**src/rtl/vcs_pkg.sv**
```systemverilog
// Shared definitions for the vector chaining issue sequencer.
// Assumes exactly three functional units, coded on two bits.
package vcs_pkg;
    localparam int NUM_UNITS = 3;
    localparam int UNIT_W    = 2;

    typedef enum logic [UNIT_W-1:0] {
        UNIT_LOAD = 2'd0,
        UNIT_MUL  = 2'd1,
        UNIT_ADD  = 2'd2,
        UNIT_NONE = 2'd3
    } unit_e;
endpackage

```
**src/rtl/vcs_reg_track.sv**
```systemverilog
// Per-register occupancy tracker: one busy flag and one written-element count per register.
// Assumes set and clear never hit the same register in one cycle (set needs idle, clear needs busy).
module vcs_reg_track #(
    parameter int NREG = 8,
    parameter int RW   = 3,
    parameter int VLW  = 7
)(
    input  logic            clk,
    input  logic            rst_n,
    input  logic            set_en,
    input  logic [RW-1:0]   set_idx,
    input  logic [NREG-1:0] inc_vec,
    input  logic [NREG-1:0] clr_vec,
    output logic [NREG-1:0] busy,
    output logic [VLW-1:0]  cnt [NREG]
);
    for (genvar r = 0; r < NREG; r++) begin : g_reg
        // Mark on producer grant, count writebacks, release on producer completion.
        always_ff @(posedge clk) begin
            if (!rst_n) begin
                busy[r] <= 1'b0;
                cnt[r]  <= '0;
            end else if (clr_vec[r]) begin
                busy[r] <= 1'b0;
                cnt[r]  <= '0;
            end else if (set_en && (set_idx == RW'(r))) begin
                busy[r] <= 1'b1;
                cnt[r]  <= '0;
            end else if (inc_vec[r]) begin
                cnt[r]  <= cnt[r] + 1'b1;
            end
        end
    end
endmodule

```
**src/rtl/vcs_fu_slot.sv**
```systemverilog
// Issue slot of one functional unit: holds the running instruction, steps its read index,
// counts its writebacks and enforces the dead time after completion.
// Assumes start is raised only while free is high and vector length is at least 1.
module vcs_fu_slot #(
    parameter int RW       = 3,
    parameter int VLW      = 7,
    parameter int DW       = 3,
    parameter int DEAD_CYC = 4
)(
    input  logic           clk,
    input  logic           rst_n,
    input  logic           start,
    input  logic [RW-1:0]  st_dst,
    input  logic [RW-1:0]  st_src_a,
    input  logic [RW-1:0]  st_src_b,
    input  logic           st_use_a,
    input  logic           st_use_b,
    input  logic [VLW-1:0] st_vl,
    input  logic           rd_go,
    input  logic           wb,
    output logic           active,
    output logic           free,
    output logic           reading,
    output logic           done,
    output logic [RW-1:0]  dst,
    output logic [RW-1:0]  src_a,
    output logic [RW-1:0]  src_b,
    output logic           use_a,
    output logic           use_b,
    output logic [VLW-1:0] rd_idx
);
    logic [VLW-1:0] vl_q;
    logic [VLW-1:0] wr_q;
    logic [DW-1:0]  dead_q;

    assign reading = active && (rd_idx < vl_q);
    assign free    = !active && (dead_q == '0);
    assign done    = active && wb && (VLW'(wr_q + 1'b1) == vl_q);

    // Load a new instruction, advance reads and writebacks, run the dead-time countdown.
    always_ff @(posedge clk) begin
        if (!rst_n) begin
            active <= 1'b0;
            vl_q   <= '0;
            rd_idx <= '0;
            wr_q   <= '0;
            dead_q <= '0;
            dst    <= '0;
            src_a  <= '0;
            src_b  <= '0;
            use_a  <= 1'b0;
            use_b  <= 1'b0;
        end else if (start) begin
            active <= 1'b1;
            vl_q   <= st_vl;
            rd_idx <= '0;
            wr_q   <= '0;
            dst    <= st_dst;
            src_a  <= st_src_a;
            src_b  <= st_src_b;
            use_a  <= st_use_a;
            use_b  <= st_use_b;
        end else begin
            if (rd_go)
                rd_idx <= rd_idx + 1'b1;
            if (done) begin
                active <= 1'b0;
                dead_q <= DW'(DEAD_CYC);
            end else begin
                if (wb && active)
                    wr_q <= wr_q + 1'b1;
                if (dead_q != '0)
                    dead_q <= dead_q - 1'b1;
            end
        end
    end
endmodule

```
**src/rtl/vcs_chain_seq.sv**
```systemverilog
// Vector chaining issue sequencer: in-order single issue to load, multiply and add units,
// with per-element source gating that either chains on written counts or waits for completion.
// Assumes writeback pulses come only for a unit's running instruction, one per element read.
module vcs_chain_seq
    import vcs_pkg::*;
#(
    parameter int NREG     = 8,
    parameter int MAX_VL   = 64,
    parameter int DEAD_CYC = 4
)(
    input  logic                       clk,
    input  logic                       rst_n,
    input  logic                       chain_en,
    input  logic [$clog2(MAX_VL+1)-1:0] vec_len,
    input  logic                       in_valid,
    input  logic [UNIT_W-1:0]          in_unit,
    input  logic [$clog2(NREG)-1:0]    in_dst,
    input  logic [$clog2(NREG)-1:0]    in_src_a,
    input  logic [$clog2(NREG)-1:0]    in_src_b,
    input  logic                       in_use_a,
    input  logic                       in_use_b,
    output logic                       grant,
    input  logic [NUM_UNITS-1:0]       wb_pulse,
    output logic [NUM_UNITS-1:0]       rd_en,
    output logic [NUM_UNITS*$clog2(MAX_VL+1)-1:0] rd_elem
);
    localparam int RW  = $clog2(NREG);
    localparam int VLW = $clog2(MAX_VL + 1);
    localparam int DW  = $clog2(DEAD_CYC + 2);

    logic [NUM_UNITS-1:0] sl_active, sl_free, sl_reading, sl_done, sl_start;
    logic [NUM_UNITS-1:0] sl_use_a, sl_use_b, eff_a, eff_b;
    logic [RW-1:0]        sl_dst   [NUM_UNITS];
    logic [RW-1:0]        sl_src_a [NUM_UNITS];
    logic [RW-1:0]        sl_src_b [NUM_UNITS];
    logic [VLW-1:0]       sl_idx   [NUM_UNITS];
    logic [NREG-1:0]      reg_busy, reg_inc, reg_clr;
    logic [VLW-1:0]       reg_cnt  [NREG];
    logic [2**UNIT_W-1:0] free_pad;
    logic                 war_hit;
    unit_e                sel;

    assign sel      = unit_e'(in_unit);
    assign free_pad = (2**UNIT_W)'(sl_free);

    // Detect a destination that an unfinished reader still needs (write-after-read).
    always_comb begin
        war_hit = 1'b0;
        for (int u = 0; u < NUM_UNITS; u++) begin
            if (sl_reading[u] && ((sl_use_a[u] && (sl_src_a[u] == in_dst)) ||
                                  (sl_use_b[u] && (sl_src_b[u] == in_dst))))
                war_hit = 1'b1;
        end
    end

    // Grant the head instruction when its unit is free and its destination is clear.
    assign grant = in_valid && (sel != UNIT_NONE) && free_pad[in_unit] &&
                   !reg_busy[in_dst] && !war_hit;

    // Route writebacks and completions of each unit to its destination register.
    always_comb begin
        reg_inc = '0;
        reg_clr = '0;
        for (int r = 0; r < NREG; r++) begin
            for (int u = 0; u < NUM_UNITS; u++) begin
                if (sl_active[u] && (sl_dst[u] == RW'(r))) begin
                    if (wb_pulse[u]) reg_inc[r] = 1'b1;
                    if (sl_done[u])  reg_clr[r] = 1'b1;
                end
            end
        end
    end

    vcs_reg_track #(.NREG(NREG), .RW(RW), .VLW(VLW)) u_track (
        .clk     (clk),
        .rst_n   (rst_n),
        .set_en  (grant),
        .set_idx (in_dst),
        .inc_vec (reg_inc),
        .clr_vec (reg_clr),
        .busy    (reg_busy),
        .cnt     (reg_cnt)
    );

    for (genvar u = 0; u < NUM_UNITS; u++) begin : g_unit
        logic ok_a, ok_b;

        assign sl_start[u] = grant && (in_unit == UNIT_W'(u));

        vcs_fu_slot #(.RW(RW), .VLW(VLW), .DW(DW), .DEAD_CYC(DEAD_CYC)) u_slot (
            .clk      (clk),
            .rst_n    (rst_n),
            .start    (sl_start[u]),
            .st_dst   (in_dst),
            .st_src_a (in_src_a),
            .st_src_b (in_src_b),
            .st_use_a (in_use_a),
            .st_use_b (in_use_b),
            .st_vl    (vec_len),
            .rd_go    (rd_en[u]),
            .wb       (wb_pulse[u]),
            .active   (sl_active[u]),
            .free     (sl_free[u]),
            .reading  (sl_reading[u]),
            .done     (sl_done[u]),
            .dst      (sl_dst[u]),
            .src_a    (sl_src_a[u]),
            .src_b    (sl_src_b[u]),
            .use_a    (sl_use_a[u]),
            .use_b    (sl_use_b[u]),
            .rd_idx   (sl_idx[u])
        );

        // An in-place source is read before the same element is rewritten, so it never blocks.
        assign eff_a[u] = sl_use_a[u] && (sl_src_a[u] != sl_dst[u]);
        assign eff_b[u] = sl_use_b[u] && (sl_src_b[u] != sl_dst[u]);

        // A source element is ready when the register is idle or, chaining, already written.
        assign ok_a = !eff_a[u] || !reg_busy[sl_src_a[u]] ||
                      (chain_en && (reg_cnt[sl_src_a[u]] > sl_idx[u]));
        assign ok_b = !eff_b[u] || !reg_busy[sl_src_b[u]] ||
                      (chain_en && (reg_cnt[sl_src_b[u]] > sl_idx[u]));

        assign rd_en[u] = sl_reading[u] && ok_a && ok_b;
        assign rd_elem[u*VLW +: VLW] = sl_idx[u];
    end
endmodule

```
**config.mk**
```make
export PLATFORM = sky130hd
export DESIGN_NAME = vcs_chain_seq
export DESIGN_NICKNAME = d
export VERILOG_FILES = /design/src/rtl/vcs_pkg.sv /design/src/rtl/vcs_reg_track.sv /design/src/rtl/vcs_fu_slot.sv /design/src/rtl/vcs_chain_seq.sv
export SDC_FILE = /design/constraint.sdc
export NUM_CORES = 1
export LEC_CHECK = 0
export ABC_AREA = 0
export ABC_CLOCK_PERIOD_IN_PS = 4050
export BUFFER_PORTS_ARGS = -buffer_cell sky130_fd_sc_hd__buf_4
export CAP_MARGIN = 20
export CORE_MARGIN = 2
export CORE_UTILIZATION = 40
export CTS_CLUSTER_DIAMETER = 100
export CTS_CLUSTER_SIZE = 20
export DETAILED_ROUTE_END_ITERATION = 8
export SETUP_SLACK_MARGIN = 0.1
export SYNTH_ARGS = -nofsm -noshare
export SYNTH_HDL_FRONTEND = slang
export SYNTH_SLANG_ARGS = --single-unit
```
**constraint.sdc**
```tcl
create_clock -name clk -period 4.05 [get_ports clk]
set_input_delay 0.81 -clock clk [delete_from_list [all_inputs] [get_ports clk]]
set_output_delay 0.81 -clock clk [all_outputs]
set_load 0.005 [all_outputs]
```
* Word level (Yosys, flattened, before mapping)
Cells that the tools add are included.
W data, S select, Z words.
** Word-level totals
- Output and inout bits :: 25
- Word-level logic and storage cells :: 428
- Input bits :: 27
- Flip-flop bits (word level) :: 172
** Operators by class
- Add/sub/neg operators :: 17
- Mux-type cells :: 131
- Reductions and logical operators :: 152
- Bitwise operators :: 13
- Eq/ne operators :: 46
- Magnitude comparators :: 23
** Operators with widths (number)
- $bmux W7 S3 :: 6
- $mux W1 :: 99
- $add A7 B1 Y7 const B :: 14
- $mux W7 :: 12
- $logic_and A1 B1 Y1 :: 78
- $eq A3 B3 Y1 const B :: 16
- $gt A7 B7 Y1 :: 6
- $lt A3 B4 Y1 const B :: 7
- $eq A3 B2 Y1 const B :: 8
- $ge A4 B4 Y1 const B :: 6
- $not A3 Y4 :: 6
- $reduce_or A3 Y1 :: 8
- $reduce_or A2 Y1 :: 11
- $bmux W1 S3 :: 7
- $eq A7 B7 Y1 :: 3
- $logic_not A3 Y1 :: 7
- $lt A7 B7 Y1 :: 3
- $eq A3 B3 Y1 :: 6
- $mux W3 :: 6
- $ne A3 B3 Y1 :: 6
- $logic_not A1 Y1 :: 17
- $logic_or A1 B1 Y1 :: 15
- $eq A3 B1 Y1 const B :: 4
- $reduce_and A2 Y1 :: 6
- 10 further kinds :: 25

* Depth between registers and ports, before layout
- Depth in word-level cells :: 12
- Depth in mapped cells :: 13
- Depth with buffers taken out :: 10

* By module
Synthesis repeated with hierarchy kept, for this count alone.
** Second synthesis, totals
- Cells, all modules :: 1375
- Area, all modules :: 13245.2 um^2
** Modules (own cells, without submodules)
- vcs_chain_seq :: seq. area each 0.0 um^2, cells each 459, times used 1, area each 4819.6 um^2
- vcs_fu_slot (g_unit[1].u_slot ...) :: seq. area each 720.7 um^2, cells each 213, times used 2, area each 1931.9 um^2
- vcs_reg_track :: seq. area each 1281.2 um^2, cells each 287, times used 1, area each 2643.8 um^2
- vcs_fu_slot (g_unit[0].u_slot) :: seq. area each 720.7 um^2, cells each 203, times used 1, area each 1918.1 um^2

* Least setup slack after synthesis
OpenSTA, ideal clock, no wires.
- Path kind :: flip-flop to output port
- Start point :: reg g_unit[0].u_slot.src_a[0]
- End point :: out rd_en[0]
- Cell stages (with the launch flop) :: 13
- Data arrival time :: 3.560 ns
- Buffers on the path :: 4
- Data required time :: 3.240 ns
- Path slack :: -0.320 ns
- Path through :: dfxtp_1 buf_2 buf_1 mux4_2 mux2_2 ha_1 a211oi_1 nor2_1 o31a_1 o31ai_1 clkbuf_1 nor2_1 buf_4
** On the way
- Word-level cells in the longest chain between the ends :: 9
- Elaborated cells between the ends (all ways) :: 16
- Those cells by class :: 1 x order compare; 1 x eq/ne; 5 x mux; 1 x bitwise; 8 x reduce/logical
** RTL lines
- start: declaration :: RTL line vcs_fu_slot.sv:26 : output logic [RW-1:0] src_a,
- start signal: assignment :: RTL line vcs_fu_slot.sv:59 : src_a <= st_src_a;
- $not A3 Y4 (implied by the code) :: RTL line vcs_chain_seq.sv:120 : (chain_en && (reg_cnt[sl_src_a[u]] > sl_idx[u]));
- $bmux W7 S3 :: RTL line vcs_chain_seq.sv:120
- $mux W7 (implied by the code) (2 in a row) :: RTL line vcs_chain_seq.sv:120
- $gt A7 B7 Y1 :: RTL line vcs_chain_seq.sv:120
- $logic_and A1 B1 Y1 :: RTL line vcs_chain_seq.sv:120
- $logic_or A1 B1 Y1 * :: RTL line vcs_chain_seq.sv:119 : assign ok_a = !eff_a[u] || !reg_busy[sl_src_a[u]] ||
- $logic_and A1 B1 Y1 * (2 in a row) :: RTL line vcs_chain_seq.sv:124 : assign rd_en[u] = sl_reading[u] && ok_a && ok_b;
- end: declaration :: RTL line vcs_chain_seq.sv:24 : output logic [NUM_UNITS-1:0] rd_en,
Mark *: on every way between the ends. The rest lies on a longest branch, timed or not. The select of a mux whose other input is x is not followed.

* Worst setup path after layout
Ends and elaborated chain as after synthesis.

==> results.tsv <==
metric	value	unit
fin_worst_hold_slack	482	ps
cap_violations	0	
hpwl	34700	um
synth_seq_cells	172	
worst_ep_arrival_time	3110	ps
leakagePower	5.40	nW
path_common_cell	nor2_1	
async_flop_share	0	
start_util	0.407	
antenna_found_initial	0	
rows	67	
drt_iter0_markers	1238	
slowest_delay	500	ps
die_width	189	um
finalMaxSlewViolations	0	
area_delta_synth_final	14.0	%
portBuffers	51	
synth_top_area_frac	0.252	
grt_util_all_layers	0.257	
grt_max_degree	48	
rsz0062_at_grt	yes	
synthCells	1517	
hp-class	flip-flop to flip-flop	
cts_tree	built	
core-area	0.0336	mm2
root_buffer	clkbuf_16	
antenna_left	0	
drc	0	
synthTopCellsByArea	dfxtp_1 (25%), mux4_2 (16%), ha_1 (7.3%)	
cts_buffers	17	
synthTopCellsByCount	dfxtp_1 (172), a21oi_1 (122), o21ai_0 (111)	
fin_setup_tns	0	ps
viasPerCell	6.33	
gp_congestion	0.948	
io_pins	52	
peakVddDrop	0.000317	V
netlist_area	0.0137	mm2
yosysTopAreaCell	dfxtp_1	
fin_crit	3920	ps
vias	12700	
dp_cells	1953	
drt-pass1-iter-count	5	
cp-end-kind	output port	
cpMaxStageDelayCell	mux4_2	
die_h	189	um
hold_viol	0	
clock-sinks	172	
fin_nets	1647	
cts-hold-fix-buffers	0	
synth_edf_count	0	
cp-start-kind	flip-flop	
dieArea	0.0357	mm2
grt_pass1_wl	70800	um
finalSetupViolCount	0	
final_layout_size_suffix_gt1_frac	0.211	
grt_pass1_vias	11900	
crit_type	flip-flop to output port	
crit_chain	buf_12, mux4_2, mux2_2, ha_1, a211oi_2, nor2_1, o31a_1, o31ai_4, nor2_1, buf_4	
yosysMostFrequentCell	dfxtp_1	
synthesis.nets	1624	
power_density	287	mW/mm2
synth_ff_type	dfxtp_1	
timing.fmax	0.255	GHz
worst-path-max-fanout	7	
final_cells	2001	
avgSynthCellArea	9.02	um2
yosys_warnings	0	
finalClockSkew	11.2	ps
max_slew_margin	0.295	
cts_buffer_depth	2	
cp_top_family	multiplexers	
status	finished, final reports clean	
finalWirelength	46700	um
htree_levels	4	
clk_pin_slew	80	ps
synth-seq-area-share	0.252	
wl_per_cell	23.4	um
critPathRequiredTime	3240	ps
overflow	0	
crit_buf_inv	2	
worst_pin_slew	1060	ps
ys_types	70	
n_antenna_cell	0	
period_share	0.969	
insertion_delay	450	ps
path summary, 6_finish.rpt:
path | cells after the start | end | slack (ps) | startpoint
max reg2reg | 12 | g_unit[1].u_slot.rd_idx[6]$_SDFFE_PP0P_ | 750 | g_unit[1].u_slot.src_b[0]$_SDFFE_PN0P_
max | 10 | rd_en[0] | 130 | g_unit[0].u_slot.src_a[0]$_SDFFE_PN0P_
min | 2 | g_unit[0].u_slot.use_a$_SDFFE_PN0P_ | 480 | g_unit[0].u_slot.use_a$_SDFFE_PN0P_
min reg2reg | 2 | g_unit[0].u_slot.use_a$_SDFFE_PN0P_ | 480 | g_unit[0].u_slot.use_a$_SDFFE_PN0P_
cell type report:
cell class / count / area (um2)
Clock buffer: 18 / 439
Clock inverter: 14 / 206
Fill cell: 3203 / 18000
Inverter: 71 / 267
Multi-Input combinational cell: 1159 / 9620
Sequential cell: 172 / 3450
Tap cell: 448 / 561
Timing Repair Buffer: 119 / 1060
worst reg2reg max path, stage by stage (launching register included):
cell and delay, ps:
dfxtp_4 400, buf_12 150, buf_12 120, mux4_2 490, mux2_4 300, ha_4 270
nand4_1 150, a21oi_2 160, o31ai_2 80, a32o_2 280, buf_4 180, or4_1 510
a21oi_1 150
kinds of logic (layout without fill, tap and decap cells):
family / count (synthesis) / in the layout / synth area share
simple gates: 449 / 449 / 0.177
compound gates: 382 / 382 / 0.177
buf+inv: 186 / 222 / 0.0544
flops: 172 / 172 / 0.252
mux: 140 / 140 / 0.194
xor+xnor: 108 / 108 / 0.0724
fa+ha+maj: 80 / 80 / 0.0731
state kept, by name, summed over array words and instances, names as in the netlist:
register,cells
u_track.cnt,56
g_unit.u_slot.rd_idx,21
g_unit.u_slot.vl_q,21
g_unit.u_slot.wr_q,21
g_unit.u_slot.dead_q,9
g_unit.u_slot.dst,9
g_unit.u_slot.src_a,9
g_unit.u_slot.src_b,9
u_track.busy,8
g_unit.u_slot.active,3
g_unit.u_slot.use_a,3
g_unit.u_slot.use_b,3
layer usage:
metal	global-route usage	part of all wire	vias up
met5	0	0	-
met1	0.357	0.42	6144
met3	0.0693	0.11	74
met4	0.0688	0.023	0
li1	-	-	5834
met2	0.395	0.44	621
through the flow:
| step | setup WS [ps] | instance area (um2) | power (mW) | util |
|---|---|---|---|---|
| finish | 126 | 15600 | 4.49 | 0.464 |
| CTS | 67.2 | 15300 | 4.48 | 0.456 |
| global placement | 433 | 14600 | 2.61 | 0.434 |
| detailed placement | 393 | 14600 | 2.62 | 0.434 |
| floorplan | -78.2 | 13700 | 2.38 | - |
| global route | 46.6 | 15600 | 4.64 | 0.464 |
where the power goes:
part	switching, mW	total [mW]	internal, mW
Sequential	0.0855	1.84	1.76
Combinational	0.454	0.782	0.328
Clock	0.795	1.86	1.06
layout by cell type (no fill, tap or decap), types with 34 or more instances in the layout:
master / count
or3_1: 34
nand3_1: 64
nor2_1: 55
a21oi_1: 121
xnor2_1: 41
buf_4: 106
dfxtp_1: 168
nand4_1: 44
o21ai_0: 110
xor2_1: 64
ha_1: 77
inv_1: 68
nor4_1: 52
nand2_1: 96
mux4_2: 98
what timing repair did:
action	in CTS	in global routing
endpoints found under the setup margin	3	3
gates resized for setup	16	28
cloned	0	3
setup buffers	4	8
pin swaps	1	7
hold endpoints to repair	0	0
Note: power is estimated with default switching activity, not from simulation.
